--- config.mk ---
export PLATFORM = sky130hd
export DESIGN_NAME = tmr16_cc
export DESIGN_NICKNAME = d
export VERILOG_FILES = /design/src/rtl/tmr16_cc.sv
export SDC_FILE = /design/constraint.sdc
export NUM_CORES = 1
export LEC_CHECK = 0
export ABC_AREA = 1
export CORE_UTILIZATION = 30
export DETAILED_ROUTE_END_ITERATION = 6
export DONT_BUFFER_PORTS = 1
export MAX_ROUTING_LAYER = met4
export PLACE_DENSITY_LB_ADDON = 0.05
export SYNTH_ARGS = -nofsm -noshare
export SYNTH_HDL_FRONTEND = slang
export SYNTH_SLANG_ARGS = --single-unit
--- constraint.sdc ---
create_clock -name clk -period 2.4 [get_ports clk]
set_input_delay 0.48 -clock clk [delete_from_list [all_inputs] [get_ports clk]]
set_output_delay 0.48 -clock clk [all_outputs]
set_load 0.02 [all_outputs]
--- src/rtl/tmr16_cc.sv ---
`timescale 1ns/1ps
module tmr16_cc (
  input  logic       clk,
  input  logic       rst_n,
  input  logic [3:0] bus_addr,
  input  logic       bus_wr,
  input  logic       bus_rd,
  input  logic [7:0] bus_wdata,
  output logic [7:0] bus_rdata,
  input  logic       ext_clk_in,
  input  logic       cap_in,
  output logic       cmp_out,
  output logic       cmp_out_en,
  output logic [2:0] irq
);
  localparam logic [3:0] A_CTRL = 4'd0, A_IEN = 4'd1, A_FLG = 4'd2,
                         A_CNT_L = 4'd3, A_CNT_H = 4'd4,
                         A_CMP_L = 4'd5, A_CMP_H = 4'd6,
                         A_CAP_L = 4'd7, A_CAP_H = 4'd8;
  localparam int PSC_W = 10;

  logic [7:0]  ctrl, tmp;
  logic [2:0]  ien, flg;
  logic [15:0] cnt, cmp, cap;
  logic [PSC_W-1:0] psc;
  logic [2:0]  xs;
  logic [1:0]  cs_q;
  logic [3:0]  hist;
  logic        cp_lvl, cp_prev;
  logic        tick, hit, wrap, cap_evt;

  wire [2:0] csel = ctrl[2:0];
  wire       ctc  = ctrl[3];
  wire [1:0] om   = ctrl[5:4];
  wire       ces  = ctrl[6];
  wire       cnc  = ctrl[7];

  wire wr_ctrl  = bus_wr && bus_addr == A_CTRL;
  wire wr_ien   = bus_wr && bus_addr == A_IEN;
  wire wr_flg   = bus_wr && bus_addr == A_FLG;
  wire wr_cnt_l = bus_wr && bus_addr == A_CNT_L;
  wire wr_cmp_l = bus_wr && bus_addr == A_CMP_L;
  wire wr_hi    = bus_wr && (bus_addr == A_CNT_H || bus_addr == A_CMP_H);

  always_comb begin
    case (csel)
      3'd1:    tick = 1'b1;
      3'd2:    tick = &psc[2:0];
      3'd3:    tick = &psc[5:0];
      3'd4:    tick = &psc[7:0];
      3'd5:    tick = &psc[9:0];
      3'd6:    tick = ~xs[1] & xs[2];
      3'd7:    tick = xs[1] & ~xs[2];
      default: tick = 1'b0;
    endcase
  end

  assign hit     = tick && cnt == cmp;
  assign wrap    = tick && cnt == 16'hFFFF && !(hit && ctc);
  assign cap_evt = ces ? (cp_lvl & ~cp_prev) : (~cp_lvl & cp_prev);
  assign irq        = flg & ien;
  assign cmp_out_en = om != 2'b00;

  always_comb begin
    case (bus_addr)
      A_CTRL:                    bus_rdata = ctrl;
      A_IEN:                     bus_rdata = {5'd0, ien};
      A_FLG:                     bus_rdata = {5'd0, flg};
      A_CNT_L:                   bus_rdata = cnt[7:0];
      A_CMP_L:                   bus_rdata = cmp[7:0];
      A_CAP_L:                   bus_rdata = cap[7:0];
      A_CNT_H, A_CMP_H, A_CAP_H: bus_rdata = tmp;
      default:                   bus_rdata = 8'd0;
    endcase
  end

  always_ff @(posedge clk) begin
    if (!rst_n) begin
      psc <= '0; xs <= '0; cs_q <= '0; hist <= '0; cp_lvl <= 1'b0; cp_prev <= 1'b0;
    end else begin
      psc     <= psc + 1'b1;
      xs      <= {xs[1:0], ext_clk_in};
      cs_q    <= {cs_q[0], cap_in};
      hist    <= {hist[2:0], cs_q[1]};
      cp_prev <= cp_lvl;
      if (!cnc)          cp_lvl <= cs_q[1];
      else if (&hist)    cp_lvl <= 1'b1;
      else if (~|hist)   cp_lvl <= 1'b0;
    end
  end

  always_ff @(posedge clk) begin
    if (!rst_n) begin
      ctrl <= '0; ien <= '0; flg <= '0; tmp <= '0;
      cnt <= '0; cmp <= '0; cap <= '0; cmp_out <= 1'b0;
    end else begin
      if (wr_ctrl) ctrl <= bus_wdata;
      if (wr_ien)  ien  <= bus_wdata[2:0];
      if (wr_hi) tmp <= bus_wdata;
      else if (bus_rd && bus_addr == A_CNT_L) tmp <= cnt[15:8];
      else if (bus_rd && bus_addr == A_CMP_L) tmp <= cmp[15:8];
      else if (bus_rd && bus_addr == A_CAP_L) tmp <= cap[15:8];
      if (wr_cnt_l)  cnt <= {tmp, bus_wdata};
      else if (tick) cnt <= (hit && ctc) ? 16'd0 : cnt + 16'd1;
      if (wr_cmp_l) cmp <= {tmp, bus_wdata};
      if (cap_evt)  cap <= cnt;
      flg <= (flg & ~(wr_flg ? bus_wdata[2:0] : 3'b000)) | {cap_evt, hit, wrap};
      if (hit) begin
        case (om)
          2'b01:   cmp_out <= ~cmp_out;
          2'b10:   cmp_out <= 1'b0;
          2'b11:   cmp_out <= 1'b1;
          default: cmp_out <= cmp_out;
        endcase
      end
    end
  end

  a_r2_stop_holds: assert property (@(posedge clk) disable iff (!rst_n)
    (csel == 3'd0 && !wr_cnt_l) |=> cnt == $past(cnt));
  a_r5_wrap_flag: assert property (@(posedge clk) disable iff (!rst_n)
    (tick && cnt == 16'hFFFF && !(ctc && cmp == 16'hFFFF)) |=> flg[0]);
  a_r6_ctc_zero: assert property (@(posedge clk) disable iff (!rst_n)
    (tick && ctc && cnt == cmp && !wr_cnt_l) |=> cnt == 16'd0);
  a_r8_cap_value: assert property (@(posedge clk) disable iff (!rst_n)
    cap_evt |=> cap == $past(cnt));
  a_r12_w1c: assert property (@(posedge clk) disable iff (!rst_n)
    (wr_flg && bus_wdata[2] && !cap_evt) |=> !flg[2]);
endmodule

# --- Word-level counts from Yosys, hierarchy flattened ---
# Cells that the tools add are included.
word_totals:
  inputBits: 18
  elab_cells: 93
  regBits: 92
  output_inout_bits: 13
classes:
  bitwise_logic: 13
  n_eq_ne: 21
  n_mux: 15
  add_sub_neg: 2
  n_reduce_logical: 28
op_table:
  columns: ["cell", "count"]
  rows:
  - ["8-bit one-hot mux with 7 select lines", 1]
  - ["16-bit two-way mux", 3]
  - ["8-bit two-way mux", 4]
  - ["16-bit by 1-bit adder with 16-bit output, second input constant", 1]
  - ["16-bit == test", 1]
  - ["16-bit == test, second input constant", 1]
  - ["4-bit by 3-bit == test with 1-bit output, second input constant", 4]
  - ["1-bit logical AND", 13]
  - ["3-bit == test, second input constant", 4]
  - ["10-bit by 1-bit adder with 10-bit output, second input constant", 1]
  - ["10-bit AND reduction", 1]
  - ["4-bit by 2-bit == test with 1-bit output, second input constant", 2]
  - ["8-bit AND reduction", 1]
  - ["1-bit one-hot mux with 7 select lines", 1]
  - ["3-bit AND", 2]
  - ["3-bit by 2-bit == test with 1-bit output, second input constant", 2]
  - ["6-bit AND reduction", 1]
  - ["1-bit NOT", 5]
  - ["1-bit AND", 4]
  - ["2-bit == test, second input constant", 2]
  - ["4-bit by 1-bit == test with 1-bit output, second input constant", 1]
  - ["4-bit == test, second input constant", 1]
  - ["4-bit zero test", 1]
  - ["1-bit two-way mux", 4]
  - ["17 further kinds", 18]

# --- Longest topological paths before layout ---
# Gate-level depths: netlist of the first run.
depth:
  depth_word: 8
  mapped_depth: 12
  depth_no_buf: 11

# --- Least setup slack after synthesis of the first run ---
# Ideal clock, no wire load.
synth_timing:
  kind: "input-to-output"
  start: "in bus_addr[3]"
  end: "out bus_rdata[3]"
  slack_ns: 0.508
  stages: 9
  required_ns: 1.920
  arrival_ns: 1.412
  path_buffers: 0
  cell_sequence: "inv_1 -> nand2_1 -> inv_1 -> nand2_2 -> inv_2 -> nand2_1 -> o21ai_0 -> a221oi_1 -> o21ai_0"
synth_between:
  elab_chain_cells: 3
  elab_cells_between_ends: 11
  classes_between: "eq/ne (8); mux (1); reduce/logical (2)"
synth_rtl:
  columns: ["element", "line_no", "text"]
  rows:
  - ["start, declared", "5", "input logic [3:0] bus_addr,"]
  - ["4-bit by 3-bit == test with 1-bit output or 4-bit == test (tied branches)", "65", "case (bus_addr)"]
  - ["3-bit OR reduction", "65", null]
  - ["8-bit one-hot mux with 7 select lines (*)", "65", null]
  - ["end, declared", "9", "output logic [7:0] bus_rdata,"]
# Mark *: on every way between the ends. The rest lies on a longest branch, timed or not.

# --- Final worst setup path of the first run ---
layout_timing:
  start: "in bus_addr[3]"
  end: "out bus_rdata[5]"
# The elaborated chain is that of the path after synthesis.

==> impl_metrics.yaml, run 1 <==
outcome:
  status: "complete, no violations"
setup_path:
  critical-path-slowest-cell: "o21ai_1"
  cp_cell_sequence: "inv_1 -> nand2_1 -> o21ai_1 -> a221oi_1 -> o21ai_0 -> buf_4"
  cpPeakStageDelay_ns: 0.59
  end_kind: "output port"
  worstPathArrival_ns: 1.73
  cp.required_ns: 1.92
  crit_fanout: 8
  crit_type: "in -> out"
  cp-start-kind: "primary input"
global_routing:
  overflow: 0
  grtUsageTotal_pct: 21.22
  grt_pass1_wl_um: 25320
  grt_pass1_vias: 4226
  antenna_found_initial: 0
  grt_max_degree: 61
yosys:
  ys_seq_area_share_pct: 37.75
  yosysTopAreaCell: "dfxtp_1"
  netlist_area_mm2: 0.004878
  netlist_instances: 709
  yosys_warnings: 0
  ys_async_sr_fraction_pct: 0
  synth_fp_nets: 730
  synth_ff_type: "dfxtp_1"
  syn_area_per_cell_um2: 6.881
  synth_top_area_share_pct: 37.75
  ys_top_cells_by_area: "dfxtp_1 (38%), nand2_1 (13%), a21oi_1 (6.9%)"
  yosys_register_bits: 92
  synth_edf_count: 0
  yosysUniqueCellTypes: 40
floorplanning:
  dieWidth_um: 129.5
  core_area_mm2: 0.01589
  ios: 31
  start_util_pct: 30.71
  die-area_mm2: 0.01678
  rows: 46
  dieHeight_um: 129.5
clock_tree:
  cts_setup_buffers: 0
  clockBufferDepth: 2
  cts_root_buf: "clkbuf_16"
  cts-resized-gates: 0
  path_clk_slew_ns: 0.06
  clk_latency_ns: 0.35
  postCtsHoldBufs: 0
  htree_levels: 3
  cts_buffers: 9
  cts.sinks: 92
  cts_tree: "built"
sta:
  fin_crit_sh_pct: 92.03
  slew_headroom_pct: 49.33
  slew_viol_final: 0
  hold_viol_final: 0
  setup_viol: 0
  period_needed_ns: 2.209
  rsz0062_at_grt: "false"
  clock.fmax_mhz: 452.7
  clock-skew-final_ns: 0.006280
  setup_tns_ns: 0
  tightestPinTransition_ns: 0.7520
finish:
  nNetsFinal: 733
  final_cell_area_mm2: 0.005490
  fin_util_pct: 34.56
  synthToLayoutAreaGrowth_pct: 12.54
  finalNonFillerCells: 931
  drive_gt1_share_pct: 11.33
  diodes: 0
routing:
  post_drt_via_cell_ratio: 4.901
  first_iter_violations: 315
  avgRoutedWirePerCell_um: 17.67
  wl_met2_um: 7458
  wl_um: 16450
  drt-met1-wl_um: 8153
  dr_wl_met3_um: 694
  top_layer: "met4"
  drtAntennaViolNets: 0
  drc: 0
  vias: 4563
  dr.pass1.iters: 5
min_path:
  hp-class: "in -> reg"
pwr:
  power_leakage_uw: 0.002118
  total_power_uw: 3358
  p_per_area_mw_per_mm2: 611.5
  peakVddDrop_v: 0.0003195
run:
  maxCapViolations: 0
placement:
  dp_cells: 917
  post-dp-hpwl_um: 12220
  gp_congestion: 0.7955
  dpl_cell_area_mm2: 0.005176
  port_buffers: 0
[worst max-delay path, delay by kind of cell]
family,cells,cell delay [ns]
AOI/OAI and AO/OA,3,0.94
and+or+nand+nor,1,0.07
buffers and inverters,2,0.23
[synth_stat cells (3+ instances only)]
cell	instances
nand2_1	173
dfxtp_1	92
inv_1	83
a21oi_1	67
o21ai_0	53
nor2_1	47
nand3_1	30
nand4_1	22
clkbuf_1	14
xnor2_1	14
buf_2	13
nor2_2	13
a21oi_2	10
inv_2	9
xor2_1	8
a221oi_1	6
a31oi_1	6
a22oi_1	5
o211ai_1	5
o21ai_1	4
o221ai_1	4
ha_1	3
nand2_2	3
nand2_4	3
nor3_1	3
o2111ai_1	3
[cells by family (layout without fill, tap and decap cells)]
logic type / Yosys count / count (layout) / synth area share (%)
xor+xnor: 22 / 22 / 3.950
simple gates: 299 / 299 / 27.26
compound gates: 169 / 169 / 20.06
buf+inv: 124 / 130 / 10.21
fa+ha+maj: 3 / 3 / 0.7695
flops: 92 / 92 / 37.75
[path summary, 6_finish.rpt]
| path | from | to | slack [ns] | cells past startpoint |
|---|---|---|---|---|
| worst min-delay path | rst_n | xs[0] | 0.23 | 2 |
| worst max register to register | psc[0] | flg[0] | 0.40 | 9 |
| worst max-delay path | bus_addr[3] | bus_rdata[5] | 0.19 | 6 |
| worst min register to register | cs_q[0] | cs_q[1] | 0.42 | 2 |
[metrics by stage]
| step | hold WS (ns) | setup slack (ns) |
|---|---|---|
| 6_report | 0.2301 | 0.1912 |
| 5_1_grt | 0.2221 | 0.08447 |
| 4_1_cts | 0.2159 | 0.2056 |
| 3_5_place_dp | 0.4043 | 0.2047 |
| 3_3_place_gp | 0.3984 | 0.2151 |
| 2_1_floorplan | 0.3905 | 0.5084 |
[cell usage in the layout (no fill, tap or decap), types with 2 or more instances in the layout]
cell type | netlist | final
o221ai_1 | 4 | 4
nand2_2 | 3 | 3
a31oi_1 | 6 | 6
dfxtp_1 | 92 | 92
a21oi_2 | 10 | 10
a22oi_1 | 5 | 5
clkbuf_16 | 0 | 9
nand2_1 | 173 | 173
xnor2_1 | 14 | 14
bufinv_16 | 0 | 2
xor2_1 | 8 | 8
o2111ai_1 | 3 | 3
a221oi_1 | 6 | 6
buf_4 | 2 | 24
o21ai_1 | 4 | 4
nor2_2 | 13 | 13
nor3_1 | 3 | 3
o21ai_0 | 53 | 53
ha_1 | 3 | 3
inv_1 | 83 | 83
a21oi_1 | 67 | 67
inv_2 | 9 | 9
o22ai_1 | 2 | 2
nand2_4 | 3 | 3
o211ai_1 | 5 | 5
nand4_1 | 22 | 22
clkinvlp_4 | 0 | 2
nand3_1 | 30 | 30
nor2_1 | 47 | 47
[layout make-up]
| cell class | instances | area, um2 |
|---|---|---|
| Multi-Input combinational cell | 493 | 2539 |
| Timing Repair Buffer | 24 | 180.2 |
| Sequential cell | 92 | 1842 |
| Clock inverter | 4 | 75.07 |
| Fill cell | 1796 | 10400 |
| Inverter | 92 | 345.3 |
| Clock buffer | 10 | 239.0 |
| Tap cell | 216 | 270.3 |
[sequential cells by signal (all words and copies together) (netlist names), 2 cells and up]
| signal | flops |
|---|---|
| cmp | 16 |
| cap | 16 |
| cnt | 16 |
| psc | 10 |
| xs | 3 |
| cs_q | 2 |
| tmp | 8 |
| ien | 3 |
| hist | 4 |
| flg | 3 |
| ctrl | 8 |
[layer usage]
metal	track usage [%]	vias to the layer above
met1	29.26	2131
met2	31.85	91
li1	-	2330
met5	-	-
met4	4.104	0
met3	4.583	11
[where the power goes]
part | internal, uW | switching, uW | total, uW
clock | 930 | 624 | 1550
sequential | 1560 | 39.9 | 1600
combinational | 66.2 | 132 | 199
total | 2560 | 797 | 3360
(Power assumes the default switching activity.)
==> run 2: changes to the inputs <==
==> constraint.sdc (replaced) <==
create_clock -name clk -period 2.4 [get_ports clk]
set_input_delay 0.12 -clock clk [delete_from_list [all_inputs] [get_ports clk]]
set_output_delay 0.12 -clock clk [all_outputs]
set_load 0.02 [all_outputs]
==> run 2 against run 1 <==
- first-iteration DRC count up 15%
- power grew 3.4%
- largest power group is now clock
- routed wire length grew 1.5%
- clock skew increased by 0.0028 ns
==> impl_metrics.yaml, run 2 (same netlist as run 1, synthesis figures left out) <==
pwr:
  peakVddDrop_v: 0.0003298
  power_leakage_uw: 0.002156
  total_power_uw: 3471
  p_per_area_mw_per_mm2: 621.2
setup_path:
  cp.required_ns: 2.63
  critical-path-slowest-cell: "dfxtp_1"
  crit_type: "reg -> reg"
  crit_fanout: 19
  worstPathArrival_ns: 2.20
  cp_cell_sequence: "ha_1 -> ha_1 -> nand2_1 -> a21oi_1 -> nand2_4 -> nand2_8 -> nand3_4 -> nand2_1 -> a21oi_1"
  cp-start-kind: "register"
  r2r_slack_ns: 0.42
  cpPeakStageDelay_ns: 0.37
  end_kind: "register"
global_routing:
  grt_pass1_wl_um: 25840
  antenna_found_initial: 0
  grtUsageTotal_pct: 21.80
  overflow: 0
  grt_max_degree: 61
  grt_pass1_vias: 4373
clock_tree:
  clockBufferDepth: 2
  htree_levels: 3
  cts_root_buf: "clkbuf_16"
  path_clk_slew_ns: 0.07
  cts_tree: "built"
  clk_latency_ns: 0.36
  cts.sinks: 92
  cts_buffers: 9
  cts_setup_buffers: 0
floorplanning:
  die-area_mm2: 0.01678
  dieHeight_um: 129.5
  rows: 46
  ios: 31
  dieWidth_um: 129.5
  core_area_mm2: 0.01589
  start_util_pct: 30.71
placement:
  port_buffers: 0
  pre_cts_ws_ns: 0.4065
  post-dp-hpwl_um: 12170
  gp_congestion: 0.8150
  dp_cells: 908
routing:
  dr.pass1.iters: 4
  post_drt_via_cell_ratio: 4.959
  drc: 0
  first_iter_violations: 363
  wl_um: 16700
  drtAntennaViolNets: 0
  avgRoutedWirePerCell_um: 17.82
  vias: 4647
sta:
  slew_headroom_pct: 45.15
  clock-skew-final_ns: 0.009109
  period_needed_ns: 1.976
  slew_viol_final: 0
  tightestPinTransition_ns: 0.8142
  holdWs_ns: 0.006734
  clock.fmax_mhz: 506.1
  setup_viol: 0
  setup_ws_ns: 0.4242
  setup_tns_ns: 0
  hold_viol_final: 0
  rsz0062_at_grt: "false"
  fin_crit_sh_pct: 82.33
finish:
  top_regs: "cap x16, cmp x16, cnt x16"
  drive_gt1_share_pct: 10.40
  synthToLayoutAreaGrowth_pct: 14.54
  finalNonFillerCells: 937
  most-common-layout-cells: "nand2_1 (173), dfxtp_1 (92), inv_1 (83)"
  final_common_cell: "nand2_1"
  nNetsFinal: 737
  diodes: 0
outcome:
  status: "complete, no violations"
min_path:
  hp-class: "in -> reg"
run:
  maxCapViolations: 0
-- run 2: changes by cell type in the layout (fill, tap and decap cells not counted) --
cell | before | now
inv_8 | 0 | 1
clkinvlp_4 | 2 | 0
buf_16 | 0 | 1
clkbuf_8 | 1 | 0
inv_6 | 0 | 2
buf_4 | 24 | 15
dlygate4sd3_1 | 0 | 12
clkinv_4 | 0 | 2
-- run 2: final timing paths --
path	start	endpoint	depth (start not counted)
setup / recovery	psc[0]	flg[0]	9
hold / removal	bus_wdata[3]	cnt[3]	4
setup reg to reg	psc[0]	flg[0]	9
hold reg to reg	xs[0]	xs[1]	2
-- run 2: through the flow --
stage | utilization [%] | instance area (um2)
after floorplan | - | 4878
after global placement | 32.16 | 5109
after detailed placement | 32.16 | 5109
after CTS | 35.18 | 5588
after global routing | 35.18 | 5588
final | 35.18 | 5588
-- run 2: layer usage --
metal | part of all wire [%] | GRT usage [%] | vias up
met2 | 46 | 33.59 | 125
met4 | 2.0 | 6.498 | 0
li1 | - | - | 2335
met3 | 5.4 | 5.161 | 16
met1 | 47 | 28.24 | 2171
met5 | 0 | - | -
-- run 2: cell type report --
type,instances,area (um2)
clock inverters,7,106.4
repair buffers,28,260.3
multi-input cells,493,2539
clock buffers,9,225.2
flip-flops and latches,92,1842
fillers,1753,10300
well taps,216,270.3
inverters,92,345.3
-- run 2: worst max-delay path, delay by kind of cell (launching register included) --
family | cells | cell delay, ns
fa+ha+maj | 2 | 0.36
compound gates | 2 | 0.30
flops | 1 | 0.37
simple gates | 5 | 0.81
-- run 2: where the power goes --
group          internal, uW  switching [uW]  total (uW)
clock                   933             694        1630
sequential             1560            37.0        1600
combinational          78.6             166         244
-- run 2: timing repair --
| action | 4_1_cts | 5_1_grt |
|---|---|---|
| gates resized for setup | 0 | 0 |
| hold buffers | 13 | 0 |
| endpoints found under the hold margin | 73 | 0 |
==> run 3: changes to the inputs <==
==> constraint.sdc (replaced) <==
create_clock -name clk -period 1.9 [get_ports clk]
set_input_delay 0.095 -clock clk [delete_from_list [all_inputs] [get_ports clk]]
set_output_delay 0.095 -clock clk [all_outputs]
set_load 0.02 [all_outputs]
==> run 3 against run 2 <==
- clock skew shrank 0.0026 ns
- worst setup slack worse by 0.37 ns
- final area is 4.5% higher
- first-iteration DRC count shrank 18%
==> impl_metrics.yaml, run 3 (same netlist as run 1, synthesis figures left out) <==
outcome:
  status: "complete, no violations"
min_path:
  hp-class: "in -> reg"
  whs_path_depth: 2
  hp-start: "bus_wdata[3]"
  whs_endpoint: "tmp[3]"
sta:
  period_needed_ns: 1.843
  hold_viol_final: 0
  setup_ws_ns: 0.05652
  clock-skew-final_ns: 0.006475
  holdWs_ns: 0.004137
  slew_viol_final: 0
  fin_crit_sh_pct: 97.03
  clock.fmax_mhz: 542.5
  tightestPinTransition_ns: 0.7103
  slew_headroom_pct: 52.14
  setup_viol: 0
setup_path:
  cp.required_ns: 1.80
  cpMostUsedCell: "o21ai_0"
  r2r_slack_ns: 0.13
  critical-path-slowest-cell: "a221oi_1"
  cp-start-kind: "register"
  r2r_cells: 9
  worstPathArrival_ns: 1.75
  r2r-end: "cnt[10]"
  reg2reg_from: "psc[0]"
  cpPeakStageDelay_ns: 0.37
  end_kind: "output port"
  crit_type: "reg -> out"
  cp_cell_sequence: "inv_1 -> o21ai_0 -> a221oi_1 -> o21ai_0 -> buf_4"
  crit_fanout: 3
routing:
  wl_um: 16960
  drc: 0
  dr.pass1.iters: 4
  drtAntennaViolNets: 0
  post_drt_via_cell_ratio: 4.905
  vias: 4719
  avgRoutedWirePerCell_um: 17.63
  first_iter_violations: 298
placement:
  pre_cts_ws_ns: 0.07195
  port_buffers: 0
  gp_congestion: 0.8406
  dp_cells: 933
  post-dp-hpwl_um: 12350
pwr:
  power_leakage_uw: 0.002291
  p_per_area_mw_per_mm2: 780.1
  peakVddDrop_v: 0.0007122
floorplanning:
  dieHeight_um: 129.5
  die-area_mm2: 0.01678
  start_util_pct: 30.71
  dieWidth_um: 129.5
  rows: 46
  core_area_mm2: 0.01589
  ios: 31
global_routing:
  grt_pass1_vias: 4436
  grtUsageTotal_pct: 21.96
  overflow: 0
  grt_pass1_wl_um: 26090
  antenna_found_initial: 1
  grt_max_degree: 60
clock_tree:
  clk_latency_ns: 0.36
  path_clk_slew_ns: 0.07
  htree_levels: 3
  cts_buffers: 9
  cts.sinks: 92
  cts_tree: "built"
  clockBufferDepth: 2
  cts_root_buf: "clkbuf_16"
finish:
  most-common-layout-cells: "nand2_1 (173), dfxtp_1 (91), inv_1 (83)"
  synthToLayoutAreaGrowth_pct: 19.70
  finalNonFillerCells: 962
  top_regs: "cap x16, cmp x16, cnt x16"
  final_common_cell: "nand2_1"
  nNetsFinal: 761
  drive_gt1_share_pct: 14.23
run:
  maxCapViolations: 0
-- run 3: cell count changes in the layout (fill, tap and decap cells not counted), sizes merged --
cell,change
buf,+25
bufinv,+1
diode,+1
clkbuf,+2
inv,-3
dlygate4sd3,-1
-- run 3: cell type report --
cell class	instances	area (um2)
diodes	1	2.502
clock buffers	11	252.7
clock inverters	5	107.6
fillers	1759	10050
inverters	92	345.3
multi-input cells	493	2567
flip-flops and latches	92	1843
well taps	216	270.3
repair buffers	52	450.4
-- run 3: stage by stage --
step | TNS [ns] | utilization, % | power, uW | cell area [um2]
finish | 0 | 36.76 | 4555 | 5839
global route | -0.03198 | 36.76 | 4708 | 5839
CTS | 0 | 36.55 | 4608 | 5807
detailed placement | 0 | 33.42 | 2340 | 5309
global placement | 0 | 33.42 | 2338 | 5309
floorplan | 0 | - | 2249 | 4878
-- run 3: report_power, final --
part	switching, uW	internal [uW]
clock network	829	1360
logic	220	121
registers	46.6	1980
total	1100	3460
-- run 3: worst max-delay path by stage --
| stage | startpoint | end | slack (ns) | cells past startpoint |
|---|---|---|---|---|
| 6_report | cnt[6] | bus_rdata[6] | 0.06 | 5 |
| 2_1_floorplan | psc[0] | cnt[11] | 0.20 | 10 |
| 5_1_grt | psc[0] | cnt[10] | -0.03 | 9 |
| 4_1_cts | psc[0] | flg[0] | 0.05 | 10 |
| 3_3_place_gp | psc[0] | flg[0] | 0.08 | 9 |
| 3_5_place_dp | psc[0] | flg[0] | 0.07 | 10 |
-- run 3: per-layer routing --
metal	part of all wire, %	routed length [um]	vias to the layer above	track usage (%)
met5	0	0	-	-
met4	1.9	320	0	7.798
met3	4.5	759	19	4.583
met2	48	8072	95	35.04
met1	46	7810	2211	27.40
li1	-	-	2394	-
-- run 3: repair_timing --
action / 4_1_cts / 5_1_grt
setup buffers: 0 / 0
hold buffers: 12 / 0
gates resized for setup: 0 / 8
setup endpoints to repair: 0 / 17
endpoints found under the hold margin: 78 / 0
-- run 3: worst max-delay path: cells and delay by family, from the launching register on --
family / cells / cell delay (ns)
flip-flops: 1 / 0.36
AO/OA/AOI/OAI: 3 / 0.66
buffers and inverters: 2 / 0.36
